<file path="src/rtl/glue_pkg.sv">
`timescale 1ns/1ps
package glue_pkg;
   typedef enum logic {
      DEC_PARTIAL = 1'b0,
      DEC_FULL    = 1'b1
   } dec_mode_e;

   typedef struct packed {
      logic mem_rd_n;
      logic mem_wr_n;
      logic io_rd_n;
      logic io_wr_n;
   } strobe_t;

   localparam int ROW_SEL_W = 3;
endpackage

</file>
<file path="src/rtl/glue_addr_latch.sv">
`timescale 1ns/1ps
module glue_addr_latch #(
   parameter int HI_W = 8,
   parameter int LO_W = 8,
   localparam int AW  = HI_W + LO_W
) (
   input  logic            clk,
   input  logic            rst,
   input  logic            ale,
   input  logic [LO_W-1:0] lo_in,
   input  logic [HI_W-1:0] hi_in,
   output logic [AW-1:0]   addr
);
   logic [AW-1:0] hold_q;

   always_ff @(posedge clk) begin
      if (rst)
         hold_q <= '0;
      else if (ale)
         hold_q <= {hi_in, lo_in};
   end

   // transparent while the strobe is high, frozen once it drops
   always_comb begin
      if (rst)
         addr = '0;
      else if (ale)
         addr = {hi_in, lo_in};
      else
         addr = hold_q;
   end
endmodule

</file>
<file path="src/rtl/glue_strobe_gen.sv">
`timescale 1ns/1ps
module glue_strobe_gen
   import glue_pkg::*;
(
   input  logic    rst,
   input  logic    io_mem,
   input  logic    rd_n,
   input  logic    wr_n,
   output strobe_t strb
);
   always_comb begin
      strb = '1;
      if (!rst) begin
         if (io_mem) begin
            strb.io_rd_n  = rd_n;
            strb.io_wr_n  = wr_n;
         end else begin
            strb.mem_rd_n = rd_n;
            strb.mem_wr_n = wr_n;
         end
      end
   end
endmodule

</file>
<file path="src/rtl/glue_dec_slice.sv">
`timescale 1ns/1ps
module glue_dec_slice #(
   parameter int SEL_W = 3,
   parameter int BASE  = 0,
   parameter int N     = 4
) (
   input  logic             en,
   input  logic [SEL_W-1:0] sel,
   output logic [N-1:0]     y_n
);
   localparam int ROWS = 1 << SEL_W;

   initial begin
      if (N < 1 || BASE < 0 || BASE + N > ROWS)
         $fatal(1, "glue_dec_slice: rows %0d..%0d outside decoder", BASE, BASE + N - 1);
   end

   for (genvar i = 0; i < N; i++) begin : g_row
      assign y_n[i] = ~(en && (sel == SEL_W'(BASE + i)));
   end
endmodule

</file>
<file path="src/rtl/glue_mem_map.sv">
`timescale 1ns/1ps
module glue_mem_map
   import glue_pkg::*;
#(
   parameter dec_mode_e MODE   = DEC_FULL,
   parameter int        N_PROG = 2,
   parameter int        N_DATA = 2,
   localparam int       N_ROW  = N_PROG + N_DATA
) (
   input  logic              rst,
   input  logic              io_mem,
   input  logic [4:0]        a_top,     // A15..A11
   output logic [N_PROG-1:0] prog_cs_n,
   output logic [N_DATA-1:0] data_cs_n
);
   logic [N_ROW-1:0] row_n;
   logic             dec_en;

   initial begin
      if (N_ROW > (1 << ROW_SEL_W))
         $fatal(1, "glue_mem_map: %0d banks exceed decoder rows", N_ROW);
   end

   assign dec_en = !rst && !io_mem && !a_top[4];

   glue_dec_slice #(.SEL_W(ROW_SEL_W), .BASE(0), .N(N_ROW)) u_dec (
      .en  (dec_en),
      .sel (a_top[3:1]),
      .y_n (row_n)
   );

   assign prog_cs_n = row_n[N_PROG-1:0];

   for (genvar j = 0; j < N_DATA; j++) begin : g_data
      if (MODE == DEC_FULL) begin : g_full
         assign data_cs_n[j] = row_n[N_PROG + j] | a_top[0];
      end else begin : g_part
         assign data_cs_n[j] = row_n[N_PROG + j];
      end
   end
endmodule

</file>
<file path="src/rtl/glue_io_map.sv">
`timescale 1ns/1ps
module glue_io_map
   import glue_pkg::*;
#(
   parameter dec_mode_e MODE = DEC_FULL
) (
   input  logic       rst,
   input  logic       io_mem,
   input  logic [7:0] pnum,
   output logic       port_cs_n,
   output logic       pic_cs_n,
   output logic [1:0] port_rs,
   output logic       pic_rs
);
   localparam int PORT_ROW = 4;   // 40H..4FH
   logic [1:0] row_n;
   logic       dec_en;

   assign dec_en = !rst && io_mem && !pnum[7];

   glue_dec_slice #(.SEL_W(ROW_SEL_W), .BASE(PORT_ROW), .N(2)) u_dec (
      .en  (dec_en),
      .sel (pnum[6:4]),
      .y_n (row_n)
   );

   if (MODE == DEC_FULL) begin : g_full
      assign port_cs_n = row_n[0] | (|pnum[3:2]);
      assign pic_cs_n  = row_n[1] | (|pnum[3:1]);
   end else begin : g_part
      assign port_cs_n = row_n[0];
      assign pic_cs_n  = row_n[1];
   end

   assign port_rs = pnum[1:0];
   assign pic_rs  = pnum[0];
endmodule

</file>
<file path="src/rtl/bus_glue_decoder.sv">
`timescale 1ns/1ps
module bus_glue_decoder
   import glue_pkg::*;
#(
   parameter int        ADDR_W      = 16,
   parameter dec_mode_e DECODE_MODE = DEC_FULL,
   parameter bit        IO_FROM_HI  = 1'b0,
   localparam int       LO_W        = ADDR_W / 2,
   localparam int       HI_W        = ADDR_W - LO_W
) (
   input  logic              clk,
   input  logic              rst,
   input  logic              ale,
   input  logic [LO_W-1:0]   ad_bus,
   input  logic [HI_W-1:0]   addr_hi,
   input  logic              io_mem,
   input  logic              rd_n,
   input  logic              wr_n,
   output logic [ADDR_W-1:0] addr,
   output logic              mem_rd_n,
   output logic              mem_wr_n,
   output logic              io_rd_n,
   output logic              io_wr_n,
   output logic [1:0]        prog_cs_n,
   output logic [1:0]        data_cs_n,
   output logic              port_cs_n,
   output logic              pic_cs_n,
   output logic [1:0]        port_rs,
   output logic              pic_rs
);
   initial begin
      if (ADDR_W != 16)
         $fatal(1, "bus_glue_decoder: memory map needs a 16-bit address, got %0d", ADDR_W);
   end

   strobe_t    strb;
   logic [7:0] pnum;

   glue_addr_latch #(.HI_W(HI_W), .LO_W(LO_W)) u_latch (
      .clk   (clk),
      .rst   (rst),
      .ale   (ale),
      .lo_in (ad_bus),
      .hi_in (addr_hi),
      .addr  (addr)
   );

   glue_strobe_gen u_strb (
      .rst    (rst),
      .io_mem (io_mem),
      .rd_n   (rd_n),
      .wr_n   (wr_n),
      .strb   (strb)
   );

   assign mem_rd_n = strb.mem_rd_n;
   assign mem_wr_n = strb.mem_wr_n;
   assign io_rd_n  = strb.io_rd_n;
   assign io_wr_n  = strb.io_wr_n;

   glue_mem_map #(.MODE(DECODE_MODE), .N_PROG(2), .N_DATA(2)) u_mem (
      .rst       (rst),
      .io_mem    (io_mem),
      .a_top     (addr[ADDR_W-1 -: 5]),
      .prog_cs_n (prog_cs_n),
      .data_cs_n (data_cs_n)
   );

   if (IO_FROM_HI) begin : g_io_hi
      assign pnum = addr[ADDR_W-1 -: 8];
   end else begin : g_io_lo
      assign pnum = addr[7:0];
   end

   glue_io_map #(.MODE(DECODE_MODE)) u_io (
      .rst       (rst),
      .io_mem    (io_mem),
      .pnum      (pnum),
      .port_cs_n (port_cs_n),
      .pic_cs_n  (pic_cs_n),
      .port_rs   (port_rs),
      .pic_rs    (pic_rs)
   );
endmodule


</file>
<file path="config.mk">
export PLATFORM = sky130hd
export DESIGN_NAME = bus_glue_decoder
export DESIGN_NICKNAME = d
export VERILOG_FILES = /design/src/rtl/glue_pkg.sv /design/src/rtl/glue_addr_latch.sv /design/src/rtl/glue_strobe_gen.sv /design/src/rtl/glue_dec_slice.sv /design/src/rtl/glue_mem_map.sv /design/src/rtl/glue_io_map.sv /design/src/rtl/bus_glue_decoder.sv
export SDC_FILE = /design/constraint.sdc
export NUM_CORES = 1
export LEC_CHECK = 0
export ABC_AREA = 1
export BUFFER_PORTS_ARGS = -buffer_cell sky130_fd_sc_hd__buf_2
export CORE_ASPECT_RATIO = 1.2
export CORE_MARGIN = 3
export CORE_UTILIZATION = 46
export CTS_CLUSTER_SIZE = 12
export DETAILED_ROUTE_END_ITERATION = 10
export PLACE_DENSITY_LB_ADDON = 0.1
export SYNTH_ARGS = -nofsm -noshare
export SYNTH_HDL_FRONTEND = slang
export SYNTH_HIERARCHICAL = 1
export SYNTH_SLANG_ARGS = --single-unit
</file>
<file path="constraint.sdc">
create_clock -name clk -period 2 [get_ports clk]
set_input_delay 0.1 -clock clk [delete_from_list [all_inputs] [get_ports clk]]
set_output_delay 0.1 -clock clk [all_outputs]
set_load 0.02 [all_outputs]
</file>
==> impl_metrics.tcl <==
set metrics [dict create \
    powerDensity_nw_per_um2 659.4 \
    crit_path_end_kind "output port" \
    fmax_mhz 616.7 \
    vias 913 \
    cpPeakStageDelay_ns 0.33 \
    post-route-period-util 0.8108 \
    holdWs_ns 0.1125 \
    peakVddDrop_mv 0.3689 \
    hold_viol_final 0 \
    start_util 0.5094 \
    final-setup-viol-count 0 \
    grt_pass1_vias 724 \
    die_h_um 53.84 \
    min-delay-start "addr_hi[1]" \
    cts_max_level 1 \
    largest_reg_flops 16 \
    max-slew-margin-rel 0.6667 \
    post-dp-hpwl_um 1411 \
    timing.final.crit_period_ns 1.622 \
    drcViolationCount 0 \
    critical_path_required_ns 1.90 \
    cts_buffer_depth 2 \
    synthToLayoutAreaGrowth_pct 28.82 \
    worstPathArrival_ns 1.52 \
    syn_inst 147 \
    synth_seq_cells 16 \
    gr-usage-all-layers 0.1575 \
    crit_path_max_fanout 6 \
    synth_area_um2 877.1 \
    clkTransAtPathRegs_ns 0.10 \
    grt_max_degree 33 \
    yosysWarnings 6 \
    postRouteAntennaNets 0 \
    nets 218 \
    clkLatencyLatePin_ns 0.28 \
    gp_congestion 0.6429 \
    reg2reg_slack_ns 1.21 \
    holdBufCountCts 0 \
    die_area_um2 2469 \
    finClkSkew_ns 0 \
    io_buffers 50 \
    avgRoutedWirePerCell_um 8.634 \
    timing.rr.end "u_latch/hold_q[13]$_DFF_P_" \
    criticalPathCategory "reg -> out" \
    antenna_found_initial 0 \
    r2r_cells 2 \
    grt_setup_unrepaired "false" \
    antenna_cells 0 \
    critPathLaunch "u_latch/hold_q[13]$_DFF_P_" \
    routed_wl_um 1839 \
    status "completed" \
    synth_top_area_frac 0.3652 \
    dieWidth_um 45.86 \
    cts.repair.resized 0 \
    path_cells "nor2_1, nor2_1, nand2_1, inv_1, nand2_1, or2_1, buf_2" \
    hold-path-endpoint "u_latch/hold_q[9]$_DFF_P_" \
    hold_depth 5 \
    syn-num-nets 169 \
    worst_slew_pin_slew_ns 0.5000 \
    cts_tree "done" \
    coreArea_um2 1722 \
    avgViaCountPerCell 4.286 \
    grt_pass1_wl_um 2870 \
    reg2reg_from "u_latch/hold_q[13]$_DFF_P_" \
    reg_top3 "u_latch/hold_q x16" \
    clock_sinks 16 \
    cts_inserted_buffers 3 \
    hold_class "in -> reg" \
    io_pins 51 \
    drt_iter0_drc 9 \
    synth_area_leaders "dfxtp_1 (37%), nand2_1 (20%), nor2_1 (16%)" \
    top_register "u_latch/hold_q" \
    num_rows 16 \
    yosys.area.top_type "dfxtp_1" \
    firstDrtPassIters 4 \
    maxSlewViolCount 0 \
    cts_setup_buffers 0 \
    drive_gt1_frac 0.3128 \
    root_buffer "clkbuf_4" \
    slowest_stage "dfxtp_1" \
    gr-total-overflow 0 \
    max_cap_violations 0 \
    avgSynthCellArea_um2 5.967 \
    seq_area_frac_synth 0.3652 \
    synth.distinct_cells 10 \
    start_kind "flop" \
    finalSetupTns_ns 0 \
    power.leakage_nw 0.7140 \
]
-- placed cells by master, fill, tap and decap left out, drive strengths merged --
| cell type | synthesis | routed |
|---|---|---|
| buf | 7 | 51 |
| clkbuf | 0 | 4 |
| dfxtp | 16 | 16 |
| inv | 31 | 31 |
| nand2 | 46 | 46 |
| nand3 | 2 | 2 |
| nor2 | 43 | 43 |
| or2 | 2 | 2 |
-- synth_stat cells, drive strengths merged --
cell type / instances
nand3: 2
buf: 7
or2: 2
nand2: 46
dfxtp: 16
inv: 31
nor2: 43
-- power breakdown --
| group | switching, mW | total [mW] | internal [mW] |
|---|---|---|---|
| clock | 0.104 | 0.215 | 0.111 |
| combinational | 0.120 | 0.184 | 0.0643 |
| sequential | 0.00593 | 0.346 | 0.341 |
| total | 0.229 | 0.745 | 0.516 |
-- worst max-delay path: cells and delay by family, from the launching register on --
| family | cells | cell delay [ns] |
|---|---|---|
| AND/OR/NAND/NOR | 5 | 0.69 |
| flip-flops | 1 | 0.33 |
| buffers and inverters | 2 | 0.22 |
-- cells by family (layout without fill, tap and decap cells) --
logic type             Yosys count  in the layout  share of synthesized area
flip-flops                      16             16                     0.3652
AND/OR/NAND/NOR                 93             93                     0.4294
buffers and inverters           38             86                     0.2054
-- how the worst max path moves through the flow --
stage | endpoint | cells past startpoint
2_1_floorplan | data_cs_n[0] | 8
3_3_place_gp | data_cs_n[0] | 8
3_5_place_dp | data_cs_n[1] | 8
4_1_cts | data_cs_n[1] | 7
5_1_grt | data_cs_n[1] | 7
6_report | data_cs_n[1] | 7
-- metrics by stage --
stage	std cells	power (mW)	util	area (um2)	setup WS, ns
floorplan	147	0.4861	-	877.1	0.5356
global placement	209	0.5343	0.6352	1094	0.4836
detailed placement	209	0.5393	0.6352	1094	0.4260
CTS	213	0.7542	0.6563	1130	0.3669
global route	213	0.7942	0.6563	1130	0.2054
finish	213	0.7450	0.6563	1130	0.3784
-- metal layers --
layer	wire length, um	vias to the layer above	global-route usage	part of all wire
li1	-	504	-	-
met1	803	369	0.1947	0.44
met2	857	38	0.2661	0.47
met3	163	2	0.02007	0.089
met4	14	0	0.07109	0.0076
met5	0	-	0	0
-- area by class of cell --
cell class,instances,area (um2)
Tap cell,18,22.52
Sequential cell,16,320.3
Multi-Input combinational cell,93,376.6
Inverter,31,116.4
Clock buffer,4,36.28
Fill cell,170,591.8
Timing Repair Buffer,51,257.7
No activity file was read; power rests on OpenSTA's default activity.
